## src/rtl/exc_pkg.sv

```systemverilog
package exc_pkg;

    localparam int XLEN    = 32;
    localparam int CAUSE_W = 5;
    localparam int NSTG    = 4;
    localparam int STG_W   = $clog2(NSTG);

    // Stage index doubles as age rank: a higher index is an older instruction.
    typedef enum logic [STG_W-1:0] {
        STG_IF  = 2'd0,
        STG_ID  = 2'd1,
        STG_EX  = 2'd2,
        STG_MEM = 2'd3
    } stage_e;

    typedef enum logic [CAUSE_W-1:0] {
        CS_ILLEGAL = 5'd0,
        CS_OVF     = 5'd1,
        CS_IRQ     = 5'd2,
        CS_SYSCALL = 5'd3,
        CS_TLB     = 5'd4
    } cause_e;

    typedef struct packed {
        logic            valid;
        stage_e          stage;
        cause_e          cause;
        logic [XLEN-1:0] pc;
    } take_t;

    // Squash the given stage and every younger one.
    function automatic logic [NSTG-1:0] squash_mask(stage_e s);
        logic [NSTG-1:0] m;
        for (int i = 0; i < NSTG; i++) begin
            m[i] = (i <= int'(s));
        end
        return m;
    endfunction

endpackage

```

## src/rtl/exc_arbiter.sv

```systemverilog
module exc_arbiter
    import exc_pkg::*;
(
    input  logic            clk,
    input  logic            rst,
    input  logic            if_tlb_miss_i,
    input  logic [XLEN-1:0] if_pc_i,
    input  logic            id_illegal_i,
    input  logic            id_syscall_i,
    input  logic [XLEN-1:0] id_pc_i,
    input  logic            ex_ovf_i,
    input  logic [XLEN-1:0] ex_pc_i,
    input  logic            mem_tlb_miss_i,
    input  logic [XLEN-1:0] mem_pc_i,
    input  logic            irq_i,
    input  logic            exl_i,
    output take_t           take_o
);

    logic [NSTG-1:0] req;
    cause_e          code [NSTG];
    logic [XLEN-1:0] pcs  [NSTG];

    always_comb begin
        req[STG_IF]   = if_tlb_miss_i;
        code[STG_IF]  = CS_TLB;
        pcs[STG_IF]   = if_pc_i;

        req[STG_ID]   = id_illegal_i | id_syscall_i;
        code[STG_ID]  = id_illegal_i ? CS_ILLEGAL : CS_SYSCALL;
        pcs[STG_ID]   = id_pc_i;

        req[STG_EX]   = ex_ovf_i;
        code[STG_EX]  = CS_OVF;
        pcs[STG_EX]   = ex_pc_i;

        req[STG_MEM]  = mem_tlb_miss_i;
        code[STG_MEM] = CS_TLB;
        pcs[STG_MEM]  = mem_pc_i;
    end

    // Scan from youngest to oldest, so the oldest request overrides.
    always_comb begin
        take_o = '{valid: 1'b0, stage: STG_IF, cause: CS_ILLEGAL, pc: '0};
        for (int i = 0; i < NSTG; i++) begin
            if (req[i]) begin
                take_o.valid = 1'b1;
                take_o.stage = stage_e'(i);
                take_o.cause = code[i];
                take_o.pc    = pcs[i];
            end
        end
        // Interrupt only at a clean boundary: before the execute instruction.
        if (!take_o.valid && irq_i && !exl_i) begin
            take_o.valid = 1'b1;
            take_o.stage = STG_EX;
            take_o.cause = CS_IRQ;
            take_o.pc    = ex_pc_i;
        end
    end

    AST_OLDEST_WINS: assert property (@(posedge clk) disable iff (rst)
        mem_tlb_miss_i |-> (take_o.valid && take_o.stage == STG_MEM));

    AST_IRQ_MASKED_SEL: assert property (@(posedge clk) disable iff (rst)
        (exl_i && take_o.valid) |-> take_o.cause != CS_IRQ);

endmodule

```

## src/rtl/exc_flush.sv

```systemverilog
module exc_flush
    import exc_pkg::*;
#(
    parameter logic [XLEN-1:0] HANDLER_VEC = 32'h8000_0180
) (
    input  logic            clk,
    input  logic            rst,
    input  take_t           take_i,
    input  logic            eret_i,
    input  logic            mem_store_i,
    input  logic            ex_ovf_i,
    input  logic [XLEN-1:0] epc_i,
    output logic [NSTG-1:0] flush_o,
    output logic            rf_kill_o,
    output logic            mem_wr_kill_o,
    output logic            redirect_o,
    output logic [XLEN-1:0] redirect_pc_o
);

    localparam logic [NSTG-1:0] RET_MASK = NSTG'(1);

    always_comb begin
        if (take_i.valid) begin
            flush_o = squash_mask(take_i.stage);
        end else if (eret_i) begin
            flush_o = RET_MASK;
        end else begin
            flush_o = '0;
        end
    end

    assign rf_kill_o     = flush_o[STG_EX];
    assign mem_wr_kill_o = mem_store_i && take_i.valid && take_i.stage == STG_MEM;
    assign redirect_o    = take_i.valid || eret_i;
    assign redirect_pc_o = take_i.valid ? HANDLER_VEC : epc_i;

    AST_OVF_BLOCKS_WB: assert property (@(posedge clk) disable iff (rst)
        ex_ovf_i |-> rf_kill_o);

    AST_STORE_SURVIVES: assert property (@(posedge clk) disable iff (rst)
        (take_i.valid && take_i.stage != STG_MEM) |-> !mem_wr_kill_o);

    AST_FLUSH_CONTIGUOUS: assert property (@(posedge clk) disable iff (rst)
        (flush_o == 4'b0000 || flush_o == 4'b0001 || flush_o == 4'b0011 ||
         flush_o == 4'b0111 || flush_o == 4'b1111));

endmodule

```

## src/rtl/exc_state.sv

```systemverilog
module exc_state
    import exc_pkg::*;
(
    input  logic               clk,
    input  logic               rst,
    input  take_t              take_i,
    input  logic               eret_i,
    output logic [XLEN-1:0]    epc_o,
    output logic [CAUSE_W-1:0] cause_o,
    output logic               exl_o
);

    localparam logic [XLEN-1:0] LINK_STEP = XLEN'(4);

    logic [XLEN-1:0]    epc_q;
    cause_e             cause_q;
    logic               exl_q;

    always_ff @(posedge clk) begin
        if (rst) begin
            epc_q   <= '0;
            cause_q <= CS_ILLEGAL;
            exl_q   <= 1'b0;
        end else if (take_i.valid) begin
            epc_q   <= take_i.pc + LINK_STEP;
            cause_q <= take_i.cause;
            exl_q   <= 1'b1;
        end else if (eret_i) begin
            exl_q   <= 1'b0;
        end
    end

    assign epc_o   = epc_q;
    assign cause_o = cause_q;
    assign exl_o   = exl_q;

    AST_EXL_ON_TAKE: assert property (@(posedge clk) disable iff (rst)
        take_i.valid |=> exl_o);

    AST_IDLE_HOLDS: assert property (@(posedge clk) disable iff (rst)
        (!take_i.valid && !eret_i) |=> ($stable(epc_o) && $stable(cause_o) && $stable(exl_o)));

    AST_RET_CLEARS: assert property (@(posedge clk) disable iff (rst)
        (!take_i.valid && eret_i) |=> !exl_o);

endmodule

```

## src/rtl/precise_exc_ctrl.sv

```systemverilog
module precise_exc_ctrl
    import exc_pkg::*;
#(
    parameter logic [XLEN-1:0] HANDLER_VEC = 32'h8000_0180
) (
    input  logic               clk,
    input  logic               rst,
    input  logic               if_tlb_miss_i,
    input  logic [XLEN-1:0]    if_pc_i,
    input  logic               id_illegal_i,
    input  logic               id_syscall_i,
    input  logic [XLEN-1:0]    id_pc_i,
    input  logic               ex_ovf_i,
    input  logic [XLEN-1:0]    ex_pc_i,
    input  logic               mem_tlb_miss_i,
    input  logic               mem_store_i,
    input  logic [XLEN-1:0]    mem_pc_i,
    input  logic               irq_i,
    input  logic               eret_i,
    output logic [NSTG-1:0]    flush_o,
    output logic               rf_kill_o,
    output logic               mem_wr_kill_o,
    output logic               redirect_o,
    output logic [XLEN-1:0]    redirect_pc_o,
    output logic [XLEN-1:0]    epc_o,
    output logic [CAUSE_W-1:0] cause_o,
    output logic               exl_o
);

    take_t           take;
    logic [XLEN-1:0] epc;
    logic            exl;

    exc_arbiter u_arb (
        .clk            (clk),
        .rst            (rst),
        .if_tlb_miss_i  (if_tlb_miss_i),
        .if_pc_i        (if_pc_i),
        .id_illegal_i   (id_illegal_i),
        .id_syscall_i   (id_syscall_i),
        .id_pc_i        (id_pc_i),
        .ex_ovf_i       (ex_ovf_i),
        .ex_pc_i        (ex_pc_i),
        .mem_tlb_miss_i (mem_tlb_miss_i),
        .mem_pc_i       (mem_pc_i),
        .irq_i          (irq_i),
        .exl_i          (exl),
        .take_o         (take)
    );

    exc_flush #(.HANDLER_VEC(HANDLER_VEC)) u_flush (
        .clk           (clk),
        .rst           (rst),
        .take_i        (take),
        .eret_i        (eret_i),
        .mem_store_i   (mem_store_i),
        .ex_ovf_i      (ex_ovf_i),
        .epc_i         (epc),
        .flush_o       (flush_o),
        .rf_kill_o     (rf_kill_o),
        .mem_wr_kill_o (mem_wr_kill_o),
        .redirect_o    (redirect_o),
        .redirect_pc_o (redirect_pc_o)
    );

    exc_state u_state (
        .clk     (clk),
        .rst     (rst),
        .take_i  (take),
        .eret_i  (eret_i),
        .epc_o   (epc),
        .cause_o (cause_o),
        .exl_o   (exl)
    );

    assign epc_o = epc;
    assign exl_o = exl;

    AST_FAULT_VECTORS: assert property (@(posedge clk) disable iff (rst)
        (if_tlb_miss_i || id_illegal_i || id_syscall_i || ex_ovf_i || mem_tlb_miss_i)
        |-> (redirect_o && redirect_pc_o == HANDLER_VEC));

    AST_IRQ_HELD_OFF: assert property (@(posedge clk) disable iff (rst)
        (exl_o && irq_i && !eret_i && !if_tlb_miss_i && !id_illegal_i && !id_syscall_i &&
         !ex_ovf_i && !mem_tlb_miss_i) |-> (!redirect_o && flush_o == '0));

endmodule

```

## config.mk

```make
export PLATFORM = sky130hd
export DESIGN_NAME = precise_exc_ctrl
export DESIGN_NICKNAME = d
export VERILOG_FILES = /design/src/rtl/exc_pkg.sv /design/src/rtl/exc_arbiter.sv /design/src/rtl/exc_flush.sv /design/src/rtl/exc_state.sv /design/src/rtl/precise_exc_ctrl.sv
export SDC_FILE = /design/constraint.sdc
export NUM_CORES = 1
export LEC_CHECK = 0
export BUFFER_PORTS_ARGS = -buffer_cell sky130_fd_sc_hd__buf_4
export CAP_MARGIN = 25
export CORE_UTILIZATION = 45
export DETAILED_ROUTE_END_ITERATION = 8
export PLACE_DENSITY = 0.9
export SETUP_SLACK_MARGIN = 0.05
export SYNTH_ARGS = -nofsm -noshare
export SYNTH_HDL_FRONTEND = slang
export SYNTH_SLANG_ARGS = --single-unit
```

## constraint.sdc

```tcl
create_clock -name clk -period 3.5 [get_ports clk]
set_clock_uncertainty 0.2 [all_clocks]
set_input_delay 0.175 -clock clk [delete_from_list [all_inputs] [get_ports clk]]
set_output_delay 0.175 -clock clk [all_outputs]
set_load 0.02 [all_outputs]
```

# [Word-level counts from Yosys, hierarchy flattened]
# Cells that the tools add are included.
[word_totals] out_inout_bits=77 reg_bits=38 word_cells=28 inputBits=138
[op_classes] n_addsub=1 reduce_logical=8 magnitude_cmp=3 n_bitwise=1 n_mux=11 n_eq_ne=1
[op_table] op="40-bit two-way mux" count=5
[op_table] op="32-bit by 3-bit adder with 32-bit output (second input constant)" count=1
[op_table] op="32-bit two-way mux" count=1
[op_table] op="2-bit less-or-equal comparator (first input constant)" count=2
[op_table] op="1-bit logical AND" count=4
[op_table] op="4-bit two-way mux" count=1
[op_table] op="1-bit two-way mux" count=3
[op_table] op="2-bit equality test (second input constant)" count=1
[op_table] op="1-bit by 2-bit less-or-equal comparator with 1-bit output (first input constant)" count=1
[op_table] op="1-bit zero test" count=2
[op_table] op="2-bit two-way mux" count=1
[op_table] op="2-bit nonzero test" count=1
[op_table] op="1-bit logical OR" count=1
[op_table] op="1-bit OR" count=1

# [Longest topological paths before layout]
# Gate-level depths: netlist (run 1).
[logic_depth] ltp_word=10 ltp_mapped=13 ltp_nobuf=10

# [Hierarchy]
# From an unflattened synthesis (run 1), not the netlist that was laid out.
[unflattened] cells_unflattened=542 area_unflattened_um2=4201.5
[by_module_without_submodules] module="exc_arbiter" seq_area_each_um2=0.0 n_inst=1 area_each_um2=1963.1 cells_per_inst=267
[by_module_without_submodules] module="exc_state" seq_area_each_um2=760.7 n_inst=1 area_each_um2=1959.4 cells_per_inst=233
[by_module_without_submodules] module="exc_flush" seq_area_each_um2=0.0 n_inst=1 area_each_um2=279.0 cells_per_inst=42

# [Worst setup path after synthesis (run 1)]
# Ideal clock, no wire load.
[synth_timing] kind="reg2reg" from="register u_state.exl_q (netlist: u_state.exl_o)" to="register u_state.epc_q[26] (netlist: u_state.epc_o[26])" setup_slack_ns=0.379 required_ns=3.168 stages_incl_launch_ff=10 arrival_time_ns=2.789 path_buffers=1 setup_time_ns=0.132 synth_period_minus_slack_ns=3.121 path_cell_list="dfxtp_1 or3b_4 buf_2 o21ai_1 o32ai_1 a21oi_1 nand4_2 nor4_2 xor2_1 a21oi_1"
[synth_between] elab_chain_cells=4
[synth_rtl] element="start: declaration" line="exc_state.sv:17" text="logic exl_q;"
[synth_rtl] element="start signal: assignment" line="exc_state.sv:23" text="exl_q <= 1'b0;"
[synth_rtl] element="start signal: assignment" line="exc_state.sv:27" text="exl_q <= 1'b1;"
[synth_rtl] element="start signal: assignment" line="exc_state.sv:29" text="exl_q <= 1'b0;"
[synth_rtl] element="1-bit zero test (*)" line="exc_arbiter.sv:54" text="if (!take_o.valid && irq_i && !exl_i) begin"
[synth_rtl] element="1-bit logical AND (*)" line="exc_arbiter.sv:54"
[synth_rtl] element="40-bit two-way mux (*)" line="exc_arbiter.sv:54"
[synth_rtl] element="32-bit by 3-bit adder with 32-bit output" line="exc_state.sv:25" text="epc_q <= take_i.pc + LINK_STEP;"
[synth_rtl] element="end signal: assignment" line="exc_state.sv:25"
[synth_rtl] element="end: declaration" line="exc_state.sv:15" text="logic [XLEN-1:0] epc_q;"
# Mark *: on every way between the ends. The rest lies on a longest branch, timed or not.
# A chain may end at the register's enable or synchronous reset.

# [Final worst setup path (run 1)]
# Ends and elaborated chain as after synthesis.

==> flow_summary.yaml, run 1 <==
route:
  drc_errors: 0
  avgRoutedWirePerCell_um: 18.5
  antenna_left: 0
  drtIter0Drc: 438
  via_per_inst: 5.93
  vias: 4571
  routed_wl_um: 14200
  firstDrtPassIters: 5
logic_synthesis:
  syn-cell-area_mm2: 0.00358
  synth.avg_cell_area_um2: 7.53
  synth-edff-count: 0
  yosysSeqAreaShare_pct: 20.2
  ys_types: 72
  synth_seq_cells: 36
  synthArstFlopShare_pct: 0
  ys.flop_type: "dfxtp_1"
  yosysWarnings: 0
  syn_inst: 475
sta:
  drv_slew: 0
  fmax_mhz: 306
  worst_slew_pin_slew_ns: 0.599
  fin_tns_setup_ns: 0
  setup_viol: 0
  hold_violations: 0
  rsz0062_at_grt: "false"
  setup_ws_ns: 0.232
  min_period_ns: 3.27
  finalCritPeriodShare_pct: 93.4
  maxSlewHeadroom_pct: 60.1
  whs_ns: 0.0273
die:
  start_util_pct: 46.5
  num_io_pins: 215
  core_area_mm2: 0.00769
  die_x_um: 91.1
  die_h_um: 91.1
  rows: 32
  die-area_mm2: 0.00831
clock_network:
  clockBufferDepth: 2
  clock_sinks: 36
  clockRootBuffer: "clkbuf_8"
  cts_tree: "done"
  clock_latency_ns: 0.29
  path_clk_slew_ns: 0.08
  cts.htree.levels: 2
  cts_buffers: 5
cells_and_area:
  mostFrequentLayoutCells: "buf_4 (227), nand2_1 (53), a21oi_1 (40), inv_1 (37), dfxtp_1 (36)"
  finalNetCount: 807
  design_area_mm2: 0.00529
  diodes: 0
  drive_gt1_share_pct: 40.4
  layout_commonest_cell: "buf_4"
  fillCellCount: 649
  syn_to_final_growth_pct: 48.0
pwr:
  powerDensity_mw_per_mm2: 265
  ir_drop_mv: 0.119
  p_leak_uw: 0.00249
worst_setup_path:
  worstSetupEndpoint: "u_state.epc_o[26]"
  worstPathRequired_ns: 3.46
  crit_start: "u_state.exl_o"
  worstReg2RegEnd: "u_state.epc_o[26]"
  max_stage_delay_ns: 0.58
  r2r_start: "u_state.exl_o"
  path_max_fanout: 31
  r2r_cells: 8
  worstSetupEndpointType: "flip-flop"
  cp-start-kind: "flip-flop"
  rrSetupSlack_ns: 0.23
  path_cells: "or3b_4 -> o31ai_2 -> o22ai_1 -> nor4_4 -> nand4_2 -> nor4_2 -> xor2_1 -> a21oi_1"
  critPathArrivalTime_ns: 3.23
  worstSetupPathType: "flip-flop to flip-flop"
  cp_slowest_cell: "or3b_4"
flow_run:
  cap_viol_max_count: 0
global_route:
  grt_use_total_pct: 32.6
  grt_pass1_wl_um: 21600
  grt_remaining_overflow: 0
  antenna_found_initial: 0
  grt_pass1_vias: 4443
  grt_max_degree: 37
worst_hold_path:
  min_path_type: "primary input to flip-flop"
  min-delay-start: "id_illegal_i"
placed_design:
  dp_slack_ns: 0.259
  placed_area_mm2: 0.00516
  dp.final_hpwl_um: 11000
  gp_congestion: 0.975
  io_buffers: 212
status:
  status: "finished, final reports clean"
-- state kept, by name, summed over array words and instances (netlist names) --
| signal | flops |
|---|---|
| u_state.epc_o | 32 |
| u_state.exl_o | 1 |
| u_state.cause_o | 3 |
-- power breakdown --
group | switching, uW | total (uW) | leakage (uW) | internal (uW)
Combinational | 303 | 567 | 0.00213 | 264
Clock | 162 | 374 | 0.0000552 | 212
Sequential | 20.2 | 463 | 0.000300 | 443
Total | 485 | 1400 | 0.00249 | 919
-- worst max-delay path, delay by kind of cell, from the launching register on --
| kind | cells | cell delay (ns) |
|---|---|---|
| AND/OR/NAND/NOR | 4 | 1.86 |
| XOR/XNOR | 1 | 0.20 |
| flip-flops | 1 | 0.35 |
| AO/OA/AOI/OAI | 3 | 0.53 |
-- cells in the mapped netlist (3+ instances only) --
library cell / number / share of area (%)
nand2_1: 53 / 5.6
a21oi_1: 40 / 5.6
inv_1: 37 / 3.9
dfxtp_1: 36 / 20
clkbuf_1: 22 / 2.3
o21ai_0: 22 / 3.1
nor2_1: 18 / 1.9
nor3_1: 14 / 2.0
nand3_1: 13 / 1.8
xnor2_1: 13 / 3.2
o21ai_1: 12 / 1.7
o22a_1: 12 / 2.9
nand4bb_1: 11 / 3.5
xor2_1: 11 / 2.7
or4_1: 10 / 2.1
o2111ai_1: 9 / 2.2
buf_6: 8 / 2.5
and2_1: 7 / 1.2
nand2b_1: 7 / 1.2
buf_2: 6 / 0.84
buf_4: 6 / 1.3
o22ai_1: 6 / 1.0
nand3_2: 5 / 1.4
nor3_2: 5 / 1.4
or4bb_1: 5 / 1.6
a211oi_1: 4 / 0.84
a222oi_1: 4 / 1.1
a31oi_1: 4 / 0.70
and3_1: 4 / 0.70
mux2i_1: 4 / 1.1
nor4_2: 4 / 1.4
o31ai_1: 4 / 0.84
or3_1: 4 / 0.70
nor4_4: 3 / 1.8
o21a_1: 3 / 0.63
-- what timing repair did --
| item | CTS | global route |
|---|---|---|
| gates resized for setup | 0 | 0 |
| hold buffers | 3 | 0 |
| endpoints found under the hold margin | 3 | 0 |
| buffers inserted | 0 | 0 |
| endpoints found under the setup margin | 0 | 0 |
-- metrics by stage --
stage               utilization [%]  power (uW)  cells
floorplan                         -         778    476
global placement               67.1        1020    760
detailed placement             67.1        1030    760
CTS                            68.9        1400    771
global route                   68.9        1460    771
finish                         68.9        1400    771
-- how the worst min path moves through the flow --
stage                                    end  cells past startpoint
after floorplan             u_state.epc_o[0]                      2
after global placement      u_state.epc_o[0]                      3
after detailed placement   u_state.epc_o[30]                      2
after CTS                 u_state.cause_o[1]                      2
after global routing      u_state.cause_o[1]                      2
final                     u_state.cause_o[1]                      2
-- metal layers --
| layer | track usage (%) | vias up | share of wire, % |
|---|---|---|---|
| li1 | - | 2119 | - |
| met1 | 39.6 | 2095 | 39 |
| met2 | 57.8 | 311 | 48 |
| met3 | 5.11 | 46 | 10 |
| met4 | 11.8 | 0 | 2.9 |
| met5 | 0 | - | 0 |
-- cell type report --
cell class / instances / area [um2] / area share, %
clock inverters: 2 / 35.0 / 0.662
flip-flops and latches: 36 / 721 / 13.6
clock buffers: 6 / 72.6 / 1.37
well taps: 102 / 128 / 2.41
multi-input cells: 358 / 2460 / 46.6
inverters: 37 / 139 / 2.62
repair buffers: 230 / 1730 / 32.8
-- kinds of logic (layout without fill, tap and decap cells) --
kind of cell,count (synthesis),count (layout),synth area share [%]
mux,4,4,1.12
other cells,1,2,0.105
compound gates,144,144,27.9
simple gates,183,183,33.3
fa+ha+maj,1,1,0.350
xor+xnor,24,24,5.88
flops,36,36,20.2
buf+inv,82,275,11.2
(Power assumes the default switching activity.)
==> inputs of run 2 (changes only) <==
REMOVE_ABC_BUFFERS = 1   (was not set)
==> run 2 against run 1 <==
Net effect: first-iteration DRC count decreased by 33%; total power decreased by 5.5%; clock power down 22%; critical path type unchanged.
==> flow_summary.yaml, run 2 (synthesis gave the netlist of run 1 again) <==
route:
  via_per_inst: 5.96
  drtIter0Drc: 292
  drc_errors: 0
  antenna_left: 0
  firstDrtPassIters: 6
  vias: 4601
  routed_wl_um: 14400
  avgRoutedWirePerCell_um: 18.6
sta:
  maxSlewHeadroom_pct: 61.9
  min_period_ns: 3.28
  worst_slew_pin_slew_ns: 0.571
  whs_ns: 0.0463
  setup_viol: 0
  fmax_mhz: 304
  rsz0062_at_grt: "false"
  finalCritPeriodShare_pct: 93.8
  drv_slew: 0
  hold_violations: 0
clock_network:
  path_clk_slew_ns: 0.08
  cts.htree.levels: 2
  clock_sinks: 36
  clockBufferDepth: 2
  cts_tree: "done"
  post_cts_buffers: 0
  cts_buffers: 5
  clock_latency_ns: 0.29
  clockRootBuffer: "clkbuf_8"
die:
  core_area_mm2: 0.00769
  num_io_pins: 215
  rows: 32
  die_h_um: 91.1
  die-area_mm2: 0.00831
  die_x_um: 91.1
  start_util_pct: 46.5
cells_and_area:
  syn_to_final_growth_pct: 47.9
  design_area_mm2: 0.00529
  drive_gt1_share_pct: 40.4
  mostFrequentLayoutCells: "buf_4 (229), nand2_1 (53), a21oi_1 (40), inv_1 (37), dfxtp_1 (36)"
  diodes: 0
  layout_commonest_cell: "buf_4"
  finalNetCount: 809
  largest_reg_flops: 32
pwr:
  ir_drop_mv: 0.148
  powerDensity_mw_per_mm2: 251
  p_total_uw: 1330
  p_leak_uw: 0.00248
placed_design:
  dp.final_hpwl_um: 11000
  placed_area_mm2: 0.00517
  gp_congestion: 0.885
  io_buffers: 212
worst_setup_path:
  worstSetupPathType: "flip-flop to flip-flop"
  cp-start-kind: "flip-flop"
  critPathArrivalTime_ns: 3.25
  worstSetupEndpointType: "flip-flop"
  worstPathRequired_ns: 3.46
  path_max_fanout: 31
global_route:
  grt_pass1_vias: 4599
  grt_use_total_pct: 33.7
  grt_remaining_overflow: 0
  grt_pass1_wl_um: 22400
  grt_max_degree: 37
  antenna_found_initial: 0
worst_hold_path:
  min_path_type: "primary input to flip-flop"
status:
  status: "finished, final reports clean"
flow_run:
  cap_viol_max_count: 0
-- run 2: cell types whose count changed in the layout (fill, tap and decap cells not counted), sizes merged --
| cell | before | now |
|---|---|---|
| buf | 227 | 229 |
| bufinv | 1 | 0 |
-- run 2: layer usage --
| layer | share of wire [%] | GRT usage [%] | vias to the layer above |
|---|---|---|---|
| met2 | 48 | 58.9 | 322 |
| met5 | 0 | 0 | - |
| met4 | 2.5 | 13.8 | 0 |
| met3 | 11 | 6.78 | 35 |
| li1 | - | - | 2122 |
| met1 | 38 | 40.2 | 2122 |
-- run 2: repair_timing --
action,4_1_cts,5_1_grt
hold buffers,3,0
resized for setup,0,1
hold endpoints to repair,3,0
endpoints found under the setup margin,0,1
-- run 2: worst max-delay path, stage by stage, from the launching register on --
cell     delay [ns]
dfxtp_1        0.36
or3b_4         0.58
o21ai_1        0.38
o32ai_1        0.15
a21oi_1        0.39
nand3_2        0.32
nor3_2         0.41
mux2i_1        0.26
nor3_1         0.07
-- run 2: final timing paths --
path | cells after the start | slack, ns | to | from
setup / recovery | 8 | 0.22 | u_state.epc_o[29] | u_state.exl_o
hold / removal | 3 | 0.05 | u_state.epc_o[1] | if_pc_i[1]
hold reg to reg | 2 | 0.28 | u_state.epc_o[30] | u_state.epc_o[30]
setup reg to reg | 8 | 0.22 | u_state.epc_o[29] | u_state.exl_o
-- run 2: area by class of cell --
cell class,instances,area [um2]
well taps,102,128
repair buffers,232,1750
flip-flops and latches,36,721
fillers,657,2400
clock inverters,1,5.00
clock buffers,6,72.6
multi-input cells,358,2470
inverters,37,139
-- run 2: report_power, final --
group,switching [uW],internal (uW),leakage [uW]
sequential,21.6,443,0.000300
clock,155,136,0.0000410
combinational,305,266,0.00214
total,482,845,0.00248
-- run 2: per-stage QoR --
stage          setup TNS (ns)  instances  utilization (%)  setup slack (ns)
2_1_floorplan          -0.655        431                -            -0.184
3_5_place_dp                0        762             67.3             0.218
4_1_cts                     0        772             68.7             0.217
5_1_grt                     0        772             68.8            0.0807
3_3_place_gp                0        762             67.3             0.310
6_report                    0        772             68.8             0.216
==> inputs of run 3 (changes only) <==
ABC_AREA = 1   (was not set)
CORE_UTILIZATION = 46   (was 45)
PLACE_DENSITY = 0.89   (was 0.9)
==> run 3 against run 2 <==
Net effect: hold slack improved by 0.017 ns; core utilization is 0.45 points higher; critical path depth is 9 higher; cell count increased by 40%; register-to-register slack better by 0.33 ns; highest routed layer unchanged; setup slack improved by 0.33 ns; sequential cell count did not move; non-clock buffer count fell by 7.
==> flow_summary.yaml, run 3 <==
worst_setup_path:
  path_max_fanout: 12
  max_stage_delay_ns: 0.33
  crit_top_cell: "nand2_1"
  path_cells: "nor2_1 -> inv_1 -> nor2_4 -> nor2_1 -> nand2_1 -> nand2_1 -> inv_1 -> ha_1 -> nand3_1 -> nor2_4 -> nand3_2 -> inv_1 -> nand2_1 -> nand2_1 -> nand3_1 -> nand2_1 -> inv_1"
  critPathArrivalTime_ns: 2.94
  worstPathRequired_ns: 3.49
  cp_slowest_cell: "dfxtp_1"
  crit_start: "u_state.exl_o"
  r2r_start: "u_state.exl_o"
  worstReg2RegEnd: "u_state.epc_o[28]"
  worstSetupEndpointType: "flip-flop"
  worstSetupEndpoint: "u_state.epc_o[28]"
  r2r_cells: 17
  cp-start-kind: "flip-flop"
  worstSetupPathType: "flip-flop to flip-flop"
  rrSetupSlack_ns: 0.55
clock_network:
  cts.htree.levels: 2
  clockRootBuffer: "clkbuf_8"
  clock_latency_ns: 0.29
  path_clk_slew_ns: 0.08
  cts_buffers: 5
  postCtsResizedCells: 0
  clock_sinks: 36
  clockBufferDepth: 2
  cts_tree: "done"
pwr:
  p_leak_uw: 0.00335
  ir_drop_mv: 0.179
  powerDensity_mw_per_mm2: 246
global_route:
  grt_remaining_overflow: 0
  grt_use_total_pct: 33.7
  grt_max_degree: 36
  antenna_found_initial: 0
  grt_pass1_wl_um: 23900
  grt_pass1_vias: 5032
logic_synthesis:
  synth_common_cells: "nand2_1 (284), inv_1 (122), nand3_1 (99)"
  ys_types: 36
  synth_area_leaders: "nand2_1 (27%), dfxtp_1 (18%), nand3_1 (12%), inv_1 (11%), nor2_1 (9.0%)"
  yosysMostFrequentCell: "nand2_1"
  syn_inst: 777
  synth_seq_cells: 36
  synth_top_area_cell: "nand2_1"
  yosysWarnings: 0
  synthArstFlopShare_pct: 0
  syn-cell-area_mm2: 0.00399
  synth.avg_cell_area_um2: 5.13
  yosysSeqAreaShare_pct: 18.1
  netlist.area_leader.share_pct: 26.7
  synth-edff-count: 0
  ys.flop_type: "dfxtp_1"
route:
  via_per_inst: 5.05
  drc_errors: 0
  avgRoutedWirePerCell_um: 13.7
  routed_wl_um: 14800
  vias: 5459
  drtIter0Drc: 434
  firstDrtPassIters: 5
  antenna_left: 0
sta:
  fin_tns_setup_ns: 0
  worst_slew_pin_slew_ns: 0.721
  whs_ns: 0.0632
  fmax_mhz: 339
  rsz0062_at_grt: "false"
  drv_slew: 0
  finalCritPeriodShare_pct: 84.3
  setup_viol: 0
  maxSlewHeadroom_pct: 51.9
  min_period_ns: 2.95
  hold_violations: 0
cells_and_area:
  mostFrequentLayoutCells: "nand2_1 (284), buf_4 (219), inv_1 (122), nand3_1 (99), nor2_1 (95)"
  finalNetCount: 1113
  drive_gt1_share_pct: 26.4
  diodes: 0
  fillCellCount: 798
  layout_commonest_cell: "nand2_1"
  syn_to_final_growth_pct: 44.1
  largest_reg_flops: 32
flow_run:
  cap_viol_max_count: 0
placed_design:
  io_buffers: 212
  gp_congestion: 1.01
  dp.final_hpwl_um: 12000
die:
  num_io_pins: 215
  die_x_um: 95.1
  rows: 33
  start_util_pct: 48.0
  core_area_mm2: 0.00830
  die-area_mm2: 0.00904
  die_h_um: 95.1
status:
  status: "finished, final reports clean"
worst_hold_path:
  min_path_type: "primary input to flip-flop"
==> run 3: cell types whose count changed in the layout (fill, tap and decap cells not counted), moves of 13 or more <==
cell / delta
nor2_1: +77
nor3_1: -13
nand3_1: +86
nand2_1: +231
inv_1: +85
a21oi_1: -14
==> run 3: worst min path at each step <==
stage | start | end | slack (ns) | cells after the start
final | mem_pc_i[1] | u_state.epc_o[1] | 0.06 | 5
after floorplan | rst | u_state.cause_o[0] | 0.04 | 1
after global placement | eret_i | u_state.exl_o | 0.25 | 4
after global routing | mem_pc_i[1] | u_state.epc_o[1] | 0.1 | 5
after CTS | mem_pc_i[1] | u_state.epc_o[1] | 0.04 | 5
after detailed placement | eret_i | u_state.exl_o | 0.26 | 4
==> run 3: area by class of cell <==
cell class / instances / area (um2) / area share [%]
Clock buffer: 6 / 72.6 / 1.26
Clock inverter: 2 / 35.0 / 0.610
Multi-Input combinational cell: 581 / 2600 / 45.3
Sequential cell: 36 / 721 / 12.5
Tap cell: 105 / 131 / 2.29
Timing Repair Buffer: 225 / 1710 / 29.8
Inverter: 125 / 469 / 8.17
==> run 3: layer usage <==
layer / GRT usage [%] / vias to the layer above / share of wire (%)
met5: 0 / - / 0
li1: - / 2761 / -
met2: 55.6 / 289 / 45
met3: 4.70 / 46 / 8.3
met1: 43.8 / 2363 / 43
met4: 13.8 / 0 / 3.7
==> run 3: kinds of logic (layout without fill, tap and decap cells) <==
| family | Yosys count | count (layout) | synth area share [%] |
|---|---|---|---|
| and+or+nand+nor | 514 | 514 | 55.3 |
| buffers and inverters | 161 | 358 | 16.8 |
| AOI/OAI and AO/OA | 58 | 58 | 8.10 |
| DFF | 36 | 36 | 18.1 |
| xor gates and xnor gates | 6 | 6 | 1.32 |
| adders and majority gates | 1 | 1 | 0.314 |
| other | 1 | 2 | 0.0940 |
==> run 3: per-stage QoR <==
step / std cells / cell area, um2 / utilization, % / worst slack (ns) / power (uW)
CTS: 1080 / 5750 / 69.2 / 0.598 / 1400
finish: 1080 / 5750 / 69.2 / 0.549 / 1420
floorplan: 742 / 3790 / - / 0.563 / 755
global route: 1080 / 5750 / 69.2 / 0.257 / 1490
detailed placement: 1067 / 5590 / 67.3 / 0.619 / 1040
global placement: 1067 / 5590 / 67.3 / 0.714 / 1030
==> run 3: where the power goes <==
| part | internal (uW) | total, uW | leakage, uW | switching [uW] |
|---|---|---|---|---|
| registers | 442 | 458 | 0.000299 | 16.4 |
| clock network | 212 | 372 | 0.0000552 | 160 |
| logic | 249 | 585 | 0.00300 | 336 |
| total | 902 | 1420 | 0.00335 | 513 |
==> run 3: what timing repair did <==
item,in CTS,in global routing
endpoints found under the setup margin,0,0
buffers inserted,0,0
hold buffers,5,0
endpoints found under the hold margin,11,0
==> run 3: worst max-delay path: cells and delay by family, from the launching register on <==
kind | cells | cell delay [ns]
adder cells (fa/ha/maj) | 1 | 0.18
buffers and inverters | 4 | 0.36
flip-flops | 1 | 0.33
AND/OR/NAND/NOR | 12 | 1.76
